## src/rtl/ps2h_pkg.sv

```systemverilog
package ps2h_pkg;
   typedef enum logic [1:0] {
      RA_STATUS = 2'd0,
      RA_CTRL   = 2'd1,
      RA_TXBUF  = 2'd2,
      RA_RXBUF  = 2'd3
   } ps2h_addr_e;

   // status bit positions
   localparam int ST_CLK_LVL  = 0;
   localparam int ST_CLK_INH  = 1;
   localparam int ST_TX_BUSY  = 2;
   localparam int ST_TX_EMPTY = 3;
   localparam int ST_RX_FULL  = 4;
   localparam int ST_RX_BUSY  = 5;
   localparam int ST_PAR_ERR  = 6;
   localparam int ST_FRM_ERR  = 7;

   // control bit positions
   localparam int CT_HOLD_INH = 0;
   localparam int CT_TX_EN    = 1;
   localparam int CT_TX_IE    = 2;
   localparam int CT_RX_IE    = 3;
   localparam int CT_RX_CLKEN = 4;
   localparam int CT_SOFT_RST = 5;
   localparam int CTRL_W      = 6;
   localparam logic [CTRL_W-1:0] CTRL_INIT = 6'b011010;

   localparam int DATA_BITS = 8;

   typedef enum logic [1:0] {
      TX_IDLE  = 2'd0,
      TX_INHIB = 2'd1,
      TX_RTS   = 2'd2,
      TX_SHIFT = 2'd3
   } ps2h_tx_state_e;
endpackage

```

## src/rtl/ps2h_line_filter.sv

```systemverilog
module ps2h_line_filter #(
   parameter int   FILT_LEN = 4,
   parameter logic IDLE_LVL = 1'b1
) (
   input  logic clk,
   input  logic rst_n,
   input  logic line_i,
   output logic level_o,
   output logic fall_o
);
   localparam int CW = (FILT_LEN > 1) ? $clog2(FILT_LEN) : 1;

   initial assert (FILT_LEN >= 1) else $error("FILT_LEN must be at least 1");

   logic [1:0] sync_q;
   logic       sync_w;
   logic       lvl_q;
   logic       lvl_d1_q;

   always_ff @(posedge clk or negedge rst_n) begin
      if (!rst_n) sync_q <= {IDLE_LVL, IDLE_LVL};
      else        sync_q <= {sync_q[0], line_i};
   end
   assign sync_w = sync_q[1];

   generate
      if (FILT_LEN <= 1) begin : g_direct
         always_ff @(posedge clk or negedge rst_n) begin
            if (!rst_n) lvl_q <= IDLE_LVL;
            else        lvl_q <= sync_w;
         end
      end else begin : g_count
         logic [CW-1:0] cnt_q;
         always_ff @(posedge clk or negedge rst_n) begin
            if (!rst_n) begin
               lvl_q <= IDLE_LVL;
               cnt_q <= '0;
            end else if (sync_w == lvl_q) begin
               cnt_q <= '0;
            end else if (cnt_q == CW'(FILT_LEN - 1)) begin
               lvl_q <= sync_w;
               cnt_q <= '0;
            end else begin
               cnt_q <= cnt_q + 1'b1;
            end
         end
      end
   endgenerate

   always_ff @(posedge clk or negedge rst_n) begin
      if (!rst_n) lvl_d1_q <= IDLE_LVL;
      else        lvl_d1_q <= lvl_q;
   end

   assign level_o = lvl_q;
   assign fall_o  = lvl_d1_q & ~lvl_q;

   // the filtered level only moves to a value the synchronizer held
   a_r13_filter_follows_sync: assert property (@(posedge clk) disable iff (!rst_n)
      (lvl_q != $past(lvl_q)) |-> (lvl_q == $past(sync_w)));
endmodule

```

## src/rtl/ps2h_rx_frame.sv

```systemverilog
module ps2h_rx_frame
   import ps2h_pkg::*;
(
   input  logic                 clk,
   input  logic                 rst_n,
   input  logic                 clear_i,
   input  logic                 fall_i,
   input  logic                 dat_i,
   output logic                 busy_o,
   output logic                 done_o,
   output logic [DATA_BITS-1:0] byte_o,
   output logic                 par_err_o,
   output logic                 frm_err_o
);
   localparam int PW       = $clog2(DATA_BITS + 3);
   localparam int POS_PAR  = DATA_BITS + 1;
   localparam int POS_STOP = DATA_BITS + 2;

   logic [PW-1:0]        pos_q;
   logic [DATA_BITS-1:0] sr_q;
   logic                 par_q;
   logic                 done_q;
   logic                 perr_q;
   logic                 ferr_q;

   always_ff @(posedge clk or negedge rst_n) begin
      if (!rst_n) begin
         pos_q  <= '0;
         sr_q   <= '0;
         par_q  <= 1'b0;
         done_q <= 1'b0;
         perr_q <= 1'b0;
         ferr_q <= 1'b0;
      end else begin
         done_q <= 1'b0;
         if (clear_i) begin
            pos_q <= '0;
         end else if (fall_i) begin
            if (pos_q == '0) begin
               if (!dat_i) pos_q <= PW'(1);
            end else if (pos_q == PW'(POS_PAR)) begin
               par_q <= dat_i;
               pos_q <= PW'(POS_STOP);
            end else if (pos_q == PW'(POS_STOP)) begin
               done_q <= 1'b1;
               perr_q <= ~(^sr_q ^ par_q);
               ferr_q <= ~dat_i;
               pos_q  <= '0;
            end else begin
               sr_q  <= {dat_i, sr_q[DATA_BITS-1:1]};
               pos_q <= pos_q + 1'b1;
            end
         end
      end
   end

   assign busy_o    = (pos_q != '0);
   assign done_o    = done_q;
   assign byte_o    = sr_q;
   assign par_err_o = perr_q;
   assign frm_err_o = ferr_q;

   // a completed frame is reported by a single-cycle strobe
   a_r3_done_single_pulse: assert property (@(posedge clk) disable iff (!rst_n)
      done_q |=> !done_q);
endmodule

```

## src/rtl/ps2h_tx_frame.sv

```systemverilog
module ps2h_tx_frame
   import ps2h_pkg::*;
#(
   parameter int INHIBIT_TICKS = 20000,
   parameter int RTS_TICKS     = 16
) (
   input  logic                 clk,
   input  logic                 rst_n,
   input  logic                 clear_i,
   input  logic                 start_i,
   input  logic [DATA_BITS-1:0] byte_i,
   input  logic                 fall_i,
   input  logic                 dat_i,
   output logic                 clk_oe_o,
   output logic                 dat_oe_o,
   output logic                 busy_o,
   output logic                 done_o,
   output logic                 nack_o
);
   localparam int MAXT     = (INHIBIT_TICKS > RTS_TICKS) ? INHIBIT_TICKS : RTS_TICKS;
   localparam int CW       = $clog2(MAXT + 1);
   localparam int IW       = $clog2(DATA_BITS + 3);
   localparam int IDX_PAR  = DATA_BITS;
   localparam int IDX_STOP = DATA_BITS + 1;

   initial assert (INHIBIT_TICKS >= 1 && RTS_TICKS >= 1)
      else $error("tick counts must be at least 1");

   ps2h_tx_state_e       st_q;
   logic [CW-1:0]        cnt_q;
   logic [IW-1:0]        idx_q;
   logic [DATA_BITS-1:0] sh_q;
   logic                 par_q;
   logic                 clk_oe_q;
   logic                 dat_oe_q;
   logic                 done_q;
   logic                 nack_q;

   always_ff @(posedge clk or negedge rst_n) begin
      if (!rst_n) begin
         st_q     <= TX_IDLE;
         cnt_q    <= '0;
         idx_q    <= '0;
         sh_q     <= '0;
         par_q    <= 1'b0;
         clk_oe_q <= 1'b0;
         dat_oe_q <= 1'b0;
         done_q   <= 1'b0;
         nack_q   <= 1'b0;
      end else begin
         done_q <= 1'b0;
         nack_q <= 1'b0;
         if (clear_i) begin
            st_q     <= TX_IDLE;
            clk_oe_q <= 1'b0;
            dat_oe_q <= 1'b0;
         end else begin
            unique case (st_q)
               TX_IDLE: if (start_i) begin
                  sh_q     <= byte_i;
                  par_q    <= ~^byte_i;
                  cnt_q    <= '0;
                  clk_oe_q <= 1'b1;
                  st_q     <= TX_INHIB;
               end
               TX_INHIB: if (cnt_q == CW'(INHIBIT_TICKS - 1)) begin
                  cnt_q    <= '0;
                  dat_oe_q <= 1'b1;
                  st_q     <= TX_RTS;
               end else begin
                  cnt_q <= cnt_q + 1'b1;
               end
               TX_RTS: if (cnt_q == CW'(RTS_TICKS - 1)) begin
                  clk_oe_q <= 1'b0;
                  idx_q    <= '0;
                  st_q     <= TX_SHIFT;
               end else begin
                  cnt_q <= cnt_q + 1'b1;
               end
               TX_SHIFT: if (fall_i) begin
                  idx_q <= idx_q + 1'b1;
                  if (idx_q < IW'(IDX_PAR)) begin
                     dat_oe_q <= ~sh_q[idx_q[$clog2(DATA_BITS)-1:0]];
                  end else if (idx_q == IW'(IDX_PAR)) begin
                     dat_oe_q <= ~par_q;
                  end else if (idx_q == IW'(IDX_STOP)) begin
                     dat_oe_q <= 1'b0;
                  end else begin
                     done_q <= 1'b1;
                     nack_q <= dat_i;
                     st_q   <= TX_IDLE;
                  end
               end
               default: st_q <= TX_IDLE;
            endcase
         end
      end
   end

   assign clk_oe_o = clk_oe_q;
   assign dat_oe_o = dat_oe_q;
   assign busy_o   = (st_q != TX_IDLE);
   assign done_o   = done_q;
   assign nack_o   = nack_q;

   // request-to-send is raised only while the clock is still inhibited
   a_r8_rts_under_inhibit: assert property (@(posedge clk) disable iff (!rst_n)
      ($rose(dat_oe_q) && $past(st_q) == TX_INHIB) |-> clk_oe_q);
   // the clock is left to the device throughout the shift phase
   a_r8_shift_clock_released: assert property (@(posedge clk) disable iff (!rst_n)
      (st_q == TX_SHIFT) |-> !clk_oe_q);
endmodule

```

## src/rtl/ps2_host_port.sv

```systemverilog
module ps2_host_port
   import ps2h_pkg::*;
#(
   parameter int FILT_LEN      = 4,
   parameter int INHIBIT_TICKS = 20000,
   parameter int RTS_TICKS     = 16
) (
   input  logic       clk,
   input  logic       rst_n,
   input  logic [1:0] reg_addr,
   input  logic       reg_wr,
   input  logic       reg_rd,
   input  logic [7:0] reg_wdata,
   output logic [7:0] reg_rdata,
   input  logic       ps2_clk_i,
   input  logic       ps2_dat_i,
   output logic       ps2_clk_oe,
   output logic       ps2_dat_oe,
   output logic       irq_rx,
   output logic       irq_tx
);
   localparam int NLINES = 2;
   localparam int L_CLK  = 0;
   localparam int L_DAT  = 1;

   logic [NLINES-1:0] raw_w, lvl_w, fall_w;
   assign raw_w[L_CLK] = ps2_clk_i;
   assign raw_w[L_DAT] = ps2_dat_i;

   genvar gi;
   generate
      for (gi = 0; gi < NLINES; gi++) begin : g_line
         ps2h_line_filter #(.FILT_LEN(FILT_LEN), .IDLE_LVL(1'b1)) u_filt (
            .clk    (clk),
            .rst_n  (rst_n),
            .line_i (raw_w[gi]),
            .level_o(lvl_w[gi]),
            .fall_o (fall_w[gi])
         );
      end
   endgenerate

   logic dat_fall_unused;
   assign dat_fall_unused = fall_w[L_DAT];

   logic [CTRL_W-1:0]    ctrl_q;
   logic [DATA_BITS-1:0] txbuf_q, rxbuf_q;
   logic                 rx_full_q, perr_q, ferr_q, hold_q;
   logic                 soft_rst, wr_ctrl, wr_tx, pop_rx, tx_start;
   logic                 rx_busy, rx_done, rx_perr, rx_ferr, rx_clear;
   logic [DATA_BITS-1:0] rx_byte;
   logic                 tx_busy, tx_done, tx_nack, tx_clk_oe, tx_dat_oe;
   logic [7:0]           status_w;
   logic                 ctrl_wr_unused;

   assign ctrl_wr_unused = ^reg_wdata[7:CTRL_W];
   assign soft_rst = ctrl_q[CT_SOFT_RST];
   assign wr_ctrl  = reg_wr && (reg_addr == RA_CTRL);
   assign wr_tx    = reg_wr && (reg_addr == RA_TXBUF);
   assign pop_rx   = reg_rd && (reg_addr == RA_RXBUF);
   assign tx_start = wr_tx && !tx_busy && ctrl_q[CT_TX_EN] && !soft_rst;

   always_ff @(posedge clk or negedge rst_n) begin
      if (!rst_n) begin
         ctrl_q  <= CTRL_INIT;
         txbuf_q <= '0;
      end else begin
         if (wr_ctrl)  ctrl_q  <= reg_wdata[CTRL_W-1:0];
         if (tx_start) txbuf_q <= reg_wdata;
      end
   end

   // the clock is pulled low by soft reset, by the sender, by a paused receiver,
   // or by the post-send hold
   assign ps2_clk_oe = soft_rst | tx_clk_oe |
                       (!tx_busy & (!ctrl_q[CT_RX_CLKEN] | hold_q)) |
                       (tx_done & ctrl_q[CT_HOLD_INH]);
   assign ps2_dat_oe = tx_dat_oe;
   assign rx_clear   = soft_rst | tx_busy | ps2_clk_oe;

   ps2h_rx_frame u_rx (
      .clk      (clk),
      .rst_n    (rst_n),
      .clear_i  (rx_clear),
      .fall_i   (fall_w[L_CLK]),
      .dat_i    (lvl_w[L_DAT]),
      .busy_o   (rx_busy),
      .done_o   (rx_done),
      .byte_o   (rx_byte),
      .par_err_o(rx_perr),
      .frm_err_o(rx_ferr)
   );

   ps2h_tx_frame #(.INHIBIT_TICKS(INHIBIT_TICKS), .RTS_TICKS(RTS_TICKS)) u_tx (
      .clk     (clk),
      .rst_n   (rst_n),
      .clear_i (soft_rst),
      .start_i (tx_start),
      .byte_i  (reg_wdata),
      .fall_i  (fall_w[L_CLK]),
      .dat_i   (lvl_w[L_DAT]),
      .clk_oe_o(tx_clk_oe),
      .dat_oe_o(tx_dat_oe),
      .busy_o  (tx_busy),
      .done_o  (tx_done),
      .nack_o  (tx_nack)
   );

   always_ff @(posedge clk or negedge rst_n) begin
      if (!rst_n) begin
         rx_full_q <= 1'b0;
         rxbuf_q   <= '0;
         perr_q    <= 1'b0;
         ferr_q    <= 1'b0;
         hold_q    <= 1'b0;
      end else if (soft_rst) begin
         rx_full_q <= 1'b0;
         perr_q    <= 1'b0;
         ferr_q    <= 1'b0;
         hold_q    <= 1'b0;
      end else begin
         if (pop_rx) begin
            rx_full_q <= 1'b0;
            perr_q    <= 1'b0;
            ferr_q    <= 1'b0;
         end else begin
            if (rx_done && !rx_full_q) begin
               rx_full_q <= 1'b1;
               rxbuf_q   <= rx_byte;
               perr_q    <= rx_perr;
               ferr_q    <= rx_ferr;
            end
            if (tx_done && tx_nack) ferr_q <= 1'b1;
         end
         if (!ctrl_q[CT_HOLD_INH] || tx_start) hold_q <= 1'b0;
         else if (tx_done)                     hold_q <= 1'b1;
      end
   end

   always_comb begin
      status_w              = '0;
      status_w[ST_CLK_LVL]  = lvl_w[L_CLK];
      status_w[ST_CLK_INH]  = ps2_clk_oe;
      status_w[ST_TX_BUSY]  = tx_busy;
      status_w[ST_TX_EMPTY] = !tx_busy;
      status_w[ST_RX_FULL]  = rx_full_q;
      status_w[ST_RX_BUSY]  = rx_busy;
      status_w[ST_PAR_ERR]  = perr_q;
      status_w[ST_FRM_ERR]  = ferr_q;
   end

   always_comb begin
      unique case (reg_addr)
         RA_STATUS: reg_rdata = status_w;
         RA_CTRL:   reg_rdata = {{(8 - CTRL_W){1'b0}}, ctrl_q};
         RA_TXBUF:  reg_rdata = txbuf_q;
         default:   reg_rdata = rxbuf_q;
      endcase
   end

   assign irq_rx = ctrl_q[CT_RX_IE] & rx_full_q;
   assign irq_tx = ctrl_q[CT_TX_IE] & !tx_busy;

   // the buffer only fills from a completed frame
   a_r3_full_from_frame: assert property (@(posedge clk) disable iff (!rst_n)
      $rose(rx_full_q) |-> $past(rx_done));
   // a pop of the receive buffer always leaves it empty
   a_r5_pop_empties: assert property (@(posedge clk) disable iff (!rst_n)
      (reg_rd && reg_addr == RA_RXBUF) |=> !rx_full_q);
   // a send only begins after a write to the transmit register
   a_r7_send_needs_write: assert property (@(posedge clk) disable iff (!rst_n)
      $rose(tx_busy) |-> $past(reg_wr && reg_addr == RA_TXBUF));
   // the receiver is idle while a send is in flight
   a_r8_rx_idle_during_send: assert property (@(posedge clk) disable iff (!rst_n)
      tx_busy |=> !rx_busy);
endmodule

```

## config.mk

```make
export PLATFORM = sky130hd
export DESIGN_NAME = ps2_host_port
export DESIGN_NICKNAME = d
export VERILOG_FILES = /design/src/rtl/ps2h_pkg.sv /design/src/rtl/ps2h_line_filter.sv /design/src/rtl/ps2h_rx_frame.sv /design/src/rtl/ps2h_tx_frame.sv /design/src/rtl/ps2_host_port.sv
export SDC_FILE = /design/constraint.sdc
export NUM_CORES = 1
export LEC_CHECK = 0
export ABC_AREA = 1
export BUFFER_PORTS_ARGS = -buffer_cell sky130_fd_sc_hd__clkbuf_2
export CAP_MARGIN = 20
export CORE_AREA = 3 3 89 91
export DETAILED_ROUTE_END_ITERATION = 8
export DIE_AREA = 0 0 92 94
export PLACE_DENSITY_LB_ADDON = 0.12
export REMOVE_ABC_BUFFERS = 1
export SYNTH_ARGS = -nofsm -noshare
export SYNTH_HDL_FRONTEND = slang
export SYNTH_SLANG_ARGS = --single-unit
```

## constraint.sdc

```tcl
create_clock -name clk -period 3.9 [get_ports clk]
set_input_delay 0 -clock clk [delete_from_list [all_inputs] [get_ports clk]]
set_output_delay 0 -clock clk [all_outputs]
set_load 0.01 [all_outputs]
```

# Yosys cells after proc, flatten, opt, wreduce, memory -nomap -nowiden
# Index checks and enable logic that the tools add are counted.
[op_classes]
n_addsub = 5
order_cmp = 2
n_eq_ne = 29
muxes = 70
n_bitwise = 25
reduce_logical = 42
[op_table]
columns = ["cell", "n"]
rows = [
  ["$mux W15", 3],
  ["$pmux W15 S3", 1],
  ["$mux W1", 40],
  ["$mux W4", 8],
  ["$mux W2", 12],
  ["$pmux W8 S3", 1],
  ["$ne A3 B3 Y1 const B", 6],
  ["$eq A4 B4 Y1 const B", 4],
  ["$reduce_and A4 Y1", 4],
  ["$add A15 B1 Y15 const B", 1],
  ["$eq A15 B15 Y1 const B", 1],
  ["$eq A15 B4 Y1 const B", 1],
  ["$reduce_bool A3 Y1", 5],
  ["$not A1 Y1", 13],
  ["$eq A2 B2 Y1 const B", 6],
  ["$reduce_and A5 Y1", 2],
  ["$reduce_and A3 Y1", 3],
  ["$add A4 B1 Y4 const B", 2],
  ["$logic_and A1 B1 Y1", 8],
  ["$pmux W2 S4", 1],
  ["$pmux W4 S2", 1],
  ["$reduce_bool A4 Y1", 2],
  ["$reduce_xnor A8 Y1", 1],
  ["$reduce_xor A8 Y1", 1],
  ["other kinds (21)", 46],
]
[totals]
register_bits = 87
output_inout_bits = 12
wordCells = 202

# Longest topological paths before layout
# Gate-level depths: netlist of the first run.
[logic_depth]
depth_word = 8
mapped_depth = 12

# Cells and area by module
# Synthesis of the first run repeated with hierarchy kept, for this count alone.
[hier_totals]
cells_unflattened = 668
hier_area_um2 = 5049.8
[modules_own_cells]
columns = ["module", "n_inst", "cells_each", "area_each_um2"]
rows = [
  ["ps2h_tx_frame", 1, 327, 2358.5],
  ["ps2_host_port", 1, 178, 1352.5],
  ["ps2h_rx_frame", 1, 123, 898.4],
  ["ps2h_line_filter", 2, 20, 220.2],
]

# Worst setup path after synthesis of the first run
# Ideal clock, no wire load.
[synth_path]
path_kind = "register to register"
from = "reg u_tx.st_q[0]"
to = "reg u_rx.sr_q[7] (netlist: u_rx.byte_o[7])"
arrival_time_ps = 1586
t_required_ps = 3780
path_slack_ps = 2194
path_stages_with_launch = 10
n_path_buf = 1
period_less_slack_ps = 1706
path_cell_list = "dfrtp_1 -> inv_1 -> ha_1 -> o21ai_1 -> nand3_2 -> nor2_2 -> nand4_4 -> buf_6 -> nand2_1 -> o21ai_2"
[synth_between]
elab_chain_cells = 8
[synth_lines]
columns = ["item", "line_no", "rtl"]
rows = [
  ["start, declared", "ps2h_tx_frame.sv:29", "ps2h_tx_state_e st_q;"],
  ["start signal, assigned", "ps2h_tx_frame.sv:41", "st_q <= TX_IDLE;"],
  ["start signal, assigned", "ps2h_tx_frame.sv:54", "st_q <= TX_IDLE;"],
  ["start signal, assigned", "ps2h_tx_frame.sv:64", "st_q <= TX_INHIB;"],
  ["$reduce_bool A2 Y1 (*)", "ps2h_tx_frame.sv:102", "assign busy_o = (st_q != TX_IDLE);"],
  ["$logic_not A1 Y1", "ps2_host_port.sv:76", "(!tx_busy & (!ctrl_q[CT_RX_CLKEN] | hold_q)) |"],
  ["$and A1 B1 Y1", "ps2_host_port.sv:76", ""],
  ["$or A1 B1 Y1", "ps2_host_port.sv:75", "assign ps2_clk_oe = soft_rst | tx_clk_oe |"],
  ["$or A1 B1 Y1", "ps2_host_port.sv:76", ""],
  ["$or A1 B1 Y1 (*)", "ps2_host_port.sv:79", "assign rx_clear = soft_rst | tx_busy | ps2_clk_oe;"],
  ["$not A1 Y1 (no source line) (*)", "--", ""],
  ["$reduce_and A5 Y1 (no source line) (*)", "--", ""],
  ["end signal, assigned", "ps2h_rx_frame.sv:50", "sr_q <= {dat_i, sr_q[DATA_BITS-1:1]};"],
  ["end, declared", "ps2h_rx_frame.sv:20", "logic [DATA_BITS-1:0] sr_q;"],
]
# Every way passes the cells marked *; elsewhere a longest branch is shown, timed or not.
# A chain may end at the register's enable or synchronous reset.

# Worst setup path after layout of the first run
[layout_path]
from = "reg u_tx.st_q[0]"
to = "reg u_tx.cnt_q[7]"
[layout_between]
elab_chain_cells = 7
[layout_lines]
columns = ["item", "line_no", "rtl"]
rows = [
  ["$reduce_bool A2 Y1", "ps2h_tx_frame.sv:102", ""],
  ["$logic_not A1 Y1", "ps2_host_port.sv:61", "assign tx_start = wr_tx && !tx_busy && ctrl_q[CT_TX_EN] && !soft_rst;"],
  ["$logic_and A1 B1 Y1 (3 in a row)", "ps2_host_port.sv:61", ""],
  ["$ne A2 B2 Y1 (no source line)", "--", ""],
  ["$reduce_and A4 Y1 (no source line)", "--", ""],
  ["end signal, assigned", "ps2h_tx_frame.sv:71", "cnt_q <= cnt_q + 1'b1;"],
  ["end signal, assigned", "ps2h_tx_frame.sv:78", "cnt_q <= cnt_q + 1'b1;"],
  ["end, declared", "ps2h_tx_frame.sv:30", "logic [CW-1:0] cnt_q;"],
]
# Several ways; a longest one is shown, not always the timed one.

==> metrics, run 1 <==
Max Cap Viol=0; Setup CP Type=reg2reg; Tmin final=2.17 ns; first-pass GRT wire length=17,500 um; Via Count=3,917; met3 WL=322 um; root buf cell=clkbuf_8; share of cells above drive strength 1=12.9%; ANT nets after route=0; Initial Utilization=65.2%; WHS=0.102 ns; final setup fails=0; Worst-path clk slew=0.09 ns; status=finished, final reports clean; Detailed Routing Iterations Pass 1=5; clock skew=0.0117 ns; Seq cells post-synth=87; setup total negative slack=0 ns; die width=92 um; Hold Vio Cnt, Final=0; Cell variety after synth=38; DP Wirelength=7360 um; fmax=460 MHz; Hold Crit Class=in2reg; Critical Path Fanout Max=17; DR vias/cell=5.26; Leakage=0.00256 uW; Syn Inst Count=598; vias in the first global route=3,798; Nets=667; RSZ-0062 raised after global routing=false; number of antenna diodes=0; DR WL/cell=13.4 um; htree depth=3; CTS Sinks=87; yosys synthesis warning count=0; number of port buffers=27; met2 WL post-DR=4810 um; CP Capture Type=flop; DRT met1 WL=4670 um; clk_lat worst skew=0.36 ns; uppermost layer routed=met4; cts hold-fix bufs=12; Max rail drop VDD=0.295 mV; Synth Cell Area=4700 um^2; synth-to-layout area growth=10.6%; CTS tree=done; CP Data Arrival Time=2.45 ns; GRT Total Usage=25.5%; register area share after synthesis=46.6%; die area=8650 um^2; DR iter-0 viols=264; clk buf depth=2; largest net degree at the start of global routing=59; GR Overflow Total=0; Syn Area/Cell=7.86 um^2; initial antenna violation count=0; gpl congestion=0.866; core area=7210 um^2; Num CTS Buffers=9; Slew Limit Fails=0; Die Y=94 um; drt total wl=9980 um; crit start category=flop; I/O Pins=28; # Post-CTS Setup Buffers=0; row cnt=31; power per standard cell area=483 nW/um^2; # DRC=0; Worst-Margin Slew=0.736 ns; Final Cycle Share=55.8%; relative slew slack=51.0%; WP data required=4.18 ns; post-CTS sizing=0
path summary, 6_finish.rpt:
check / startpoint / to / slack, ns / cells past startpoint
setup / recovery: u_tx.st_q[0] / u_tx.cnt_q[7] / 1.73 / 10
hold / removal: reg_wr / hold_q / 0.10 / 6
setup reg to reg: u_tx.st_q[0] / u_tx.cnt_q[7] / 1.73 / 10
hold reg to reg: g_line[1].u_filt.sync_q[0] / g_line[1].u_filt.sync_q[1] / 0.36 / 0
max in group asynchronous: rst_n / g_line[0].u_filt.sync_q[0] / 2.77 / 3
min in group asynchronous: rst_n / u_tx.idx_q[0] / 0.24 / 2
cell type report:
type                            instances  area (um^2)
Clock buffer                            9          124
Clock inverter                          7         55.1
Fill cell                             607         2010
Inverter                               75          287
Multi-Input combinational cell        427         2160
Sequential cell                        87         2190
Tap cell                               99          124
Timing Repair Buffer                   40          265
cells in the mapped netlist:
master | count | area share, %
nand2_2 | 1 | 0.13
nor3_1 | 5 | 0.53
xnor2_1 | 12 | 2.2
a211oi_1 | 1 | 0.16
o21ai_0 | 30 | 3.2
inv_4 | 2 | 0.27
a22oi_1 | 1 | 0.16
inv_1 | 70 | 5.6
nor2_4 | 2 | 0.48
a31oi_1 | 1 | 0.13
ha_1 | 11 | 2.9
nor2_1 | 50 | 4.0
nand3_4 | 1 | 0.37
nand4_1 | 6 | 0.80
inv_2 | 3 | 0.24
nand3_2 | 2 | 0.43
nand3b_1 | 2 | 0.32
o21ai_1 | 6 | 0.64
nand2b_1 | 1 | 0.13
nand4_4 | 1 | 0.45
dfrtp_1 | 77 | 41
buf_6 | 4 | 0.96
dfstp_2 | 10 | 5.6
a21oi_1 | 14 | 1.5
buf_4 | 1 | 0.16
nand3_1 | 41 | 4.4
nand2_1 | 203 | 16
o22ai_1 | 1 | 0.13
nor3_2 | 1 | 0.21
xor2_1 | 9 | 1.7
nor2_2 | 2 | 0.27
o211ai_1 | 3 | 0.48
or2_2 | 1 | 0.13
buf_2 | 2 | 0.21
o21ai_2 | 8 | 1.5
clkbuf_1 | 2 | 0.16
mux2_2 | 5 | 1.2
o2111ai_1 | 6 | 1.1
cells by family (layout without fill, tap and decap cells):
| logic type | Yosys count | count (layout) | synth area share (%) |
|---|---|---|---|
| compound gates | 71 | 71 | 8.99 |
| xor+xnor | 21 | 21 | 3.91 |
| fa+ha+maj | 11 | 11 | 2.93 |
| buf+inv | 84 | 131 | 7.58 |
| flops | 87 | 87 | 46.6 |
| mux | 5 | 5 | 1.20 |
| simple gates | 319 | 319 | 28.8 |
critical path, cell delays in order (launching register included):
cell,delay (ns)
dfrtp_1,0.46
inv_1,0.12
ha_1,0.31
nand2_1,0.10
nor2_2,0.12
nand3_2,0.23
nand2_2,0.18
nand3_4,0.22
inv_4,0.17
nand3_1,0.08
o21ai_1,0.10
registers in the layout, summed over array words and instances (netlist names), 2 cells and up:
signal and flops:
g_line.u_filt.g_count.cnt_q 4, rxbuf_q 8, u_tx.cnt_q 15, g_line.u_filt.level_o 2, u_tx.sh_q 8, ctrl_q 6, u_tx.st_q 2, u_rx.byte_o 8
u_tx.idx_q 4, u_rx.pos_q 4, txbuf_q 8, g_line.u_filt.sync_q 4
layer usage:
metal | up-vias | global-route usage [%]
met2 | 63 | 41.4
li1 | 1983 | -
met1 | 1856 | 34.4
met5 | - | 0
met4 | 0 | 8.42
met3 | 15 | 5.29
report_power, final:
part	leakage (uW)	internal (uW)	switching (uW)	total [uW]
Combinational	0.00133	247	500	747
Sequential	0.00113	1080	107	1180
Clock	0.0000866	238	344	582
cell usage in the layout (no fill, tap or decap), drive strengths merged, types with 3 or more instances in the layout:
| master | count |
|---|---|
| nand2 | 204 |
| inv | 78 |
| dfrtp | 77 |
| nor2 | 54 |
| nand3 | 44 |
| o21ai | 44 |
| clkbuf | 35 |
| a21oi | 14 |
| xnor2 | 12 |
| dlygate4sd3 | 12 |
| ha | 11 |
| dfstp | 10 |
| xor2 | 9 |
| nand4 | 7 |
| o2111ai | 6 |
| nor3 | 6 |
| mux2 | 5 |
| o211ai | 3 |
through the flow:
step           setup WS, ns  power, uW  cell area [um^2]  instances  utilization, %
2_1_floorplan          2.04       1700              4630        589               -
3_3_place_gp           1.86       1900              4900        716            67.9
3_5_place_dp           1.74       1930              4900        716            67.9
4_1_cts                1.71       2520              5200        744            72.1
5_1_grt                1.48       2700              5200        744            72.1
6_report               1.73       2510              5200        744            72.1
(Power assumes the default switching activity.)
==> run 2, diff against run 1 <==
--- a/config.mk
+++ b/config.mk
@@ -8,9 +8,9 @@
 export ABC_AREA = 1
 export BUFFER_PORTS_ARGS = -buffer_cell sky130_fd_sc_hd__clkbuf_2
 export CAP_MARGIN = 20
-export CORE_AREA = 3 3 89 91
+export CORE_AREA = 3 3 97 99
 export DETAILED_ROUTE_END_ITERATION = 8
-export DIE_AREA = 0 0 92 94
+export DIE_AREA = 0 0 100 102
 export PLACE_DENSITY_LB_ADDON = 0.12
 export REMOVE_ABC_BUFFERS = 1
 export SYNTH_ARGS = -nofsm -noshare
==> constraint.sdc (replaced) <==
create_clock -name clk -period 1.9 [get_ports clk]
set_input_delay 0 -clock clk [delete_from_list [all_inputs] [get_ports clk]]
set_output_delay 0 -clock clk [all_outputs]
set_load 0.01 [all_outputs]
==> metrics, run 2 (synthesized netlist as in run 1, its figures left out) <==
Worst-Margin Slew=0.545 ns; Die Y=102 um; CP Capture Type=output port; clock skew=0.0153 ns; clk_lat worst skew=0.37 ns; final setup fails=0; cell chain of the critical path=inv_1 -> ha_2 -> o21ai_1 -> nand2_1 -> nand2_1 -> o2111ai_1 -> clkbuf_2; Seq pwr share=43.6%; Final Cycle Share=91.7%; clock power share=26.6%; relative slew slack=63.5%; status=finished, final reports clean; GRT Total Usage=21.2%; R2R depth=10; M2 GR Usage=34.8%; Nets=678; Crit path max-delay family=flip-flops; GR Overflow Total=0; GR peak layer=met2; GR met3 Demand/Resource=2.87%; synth-to-layout area growth=14.3%; DP Wirelength=7510 um; gpl congestion=0.894; core area=8640 um^2; # DRC=0; Num CTS Buffers=9; Psw=1950 uW; WP data required=1.90 ns; drt total wl=10,200 um; initial antenna violation count=0; Tmin final=1.74 ns; Power, Total=5550 uW; Max Cap Viol=0; Hold Crit Class=in2async; largest net degree at the start of global routing=68; die width=100 um; Leakage=0.00264 uW; share of total power in combinational logic=29.8%; commonest non-fill, non-tap cell in the layout=nand2_1; Critical Path Fanout Max=5; Initial Utilization=54.4%; Hold Vio Cnt, Final=0; number of port buffers=27; RSZ-0062 raised after global routing=false; DR WL/cell=13.3 um; setup total negative slack=0 ns; Worst-path clk slew=0.09 ns; WHS=0.0637 ns; row cnt=34; ANT nets after route=0; DR vias/cell=5.09; Crit. path cell count=7; most frequent CP cell=nand2_1; Top reg by flops=u_tx.cnt_q; Slew Limit Fails=0; Via Count=3,890; Worst path max stage delay=0.43 ns; root buf cell=clkbuf_8; most frequent cells in the layout=203 x nand2_1, 75 x dfrtp_1, 70 x inv_1; I/O Pins=28; CTS tree=done; first-pass GRT wire length=17,300 um; vias in the first global route=3,675; DR iter-0 viols=209; htree depth=3; fmax=574 MHz; Setup CP Type=reg2out; switching part of the total=35.1%; Pint=3600 uW; die area=10,200 um^2; Crit-path slowest cell=dfrtp_1; met1 Usage GRT=29.4%; Max rail drop VDD=0.560 mV; number of antenna diodes=0; CP Buf/Inv Count=2; Detailed Routing Iterations Pass 1=5; CTS Sinks=87; share of cells above drive strength 1=14.8%; clk buf depth=2; power per standard cell area=1030 nW/um^2; CP Data Arrival Time=1.74 ns; max FFs per register=15; crit start category=flop
## run 2: changes by cell type in the layout (fill, tap and decap cells not counted), moves of 2 or more
cell and change:
buf_4 +9, buf_12 +2, bufinv_16 +2, dfrtp_1 -2, dfrtp_2 +2
## run 2: timing repair
action	in CTS	in global routing
setup buffers	0	7
hold buffers	12	0
setup endpoints to repair	0	36
endpoints found under the hold margin	102	0
resized for setup	0	4
## run 2: cell type report
| type | count | area [um^2] |
|---|---|---|
| Sequential cell | 87 | 2190 |
| Multi-Input combinational cell | 427 | 2160 |
| Timing Repair Buffer | 51 | 373 |
| Tap cell | 108 | 135 |
| Clock buffer | 10 | 138 |
| Fill cell | 747 | 3260 |
| Clock inverter | 6 | 90.1 |
| Inverter | 75 | 287 |
## run 2: worst paths after layout
check / startpoint / endpoint / slack [ns]
worst max-delay path: u_tx.st_q[1] / reg_rdata[1] / 0.16
worst min-delay path: rst_n / u_tx.sh_q[2] / 0.06
worst max register to register: u_tx.st_q[1] / u_tx.cnt_q[2] / 0.16
worst min register to register: g_line[1].u_filt.sync_q[0] / g_line[1].u_filt.sync_q[1] / 0.36
max in group asynchronous: rst_n / g_line[1].u_filt.level_o / 1.16
min in group clk: reg_wr / hold_q / 0.10
## run 2: per-stage QoR
| stage | instances | cell area (um^2) | setup WS [ns] | util, % |
|---|---|---|---|---|
| floorplan | 589 | 4630 | 0.0359 | - |
| CTS | 757 | 5300 | 0.0160 | 61.4 |
| detailed placement | 729 | 4950 | 0.0499 | 57.4 |
| global placement | 729 | 4950 | 0.0982 | 57.4 |
| global route | 764 | 5370 | 0.00251 | 62.2 |
| finish | 764 | 5370 | 0.157 | 62.2 |
## run 2: power by group through the flow
stage / logic, uW / clock network (uW) / registers (uW)
6_report: 1650 / 1470 / 2420
5_1_grt: 1880 / 1560 / 2470
4_1_cts: 1580 / 1490 / 2420
3_5_place_dp: 1550 / 0 / 2460
3_3_place_gp: 1510 / 0 / 2440
2_1_floorplan: 1080 / 0 / 2410
## run 2: routing by layer
metal	wire (um)	share of wire, %
met1	4900	48
met2	4850	48
met3	337	3.3
met4	110	1.1
met5	0	0
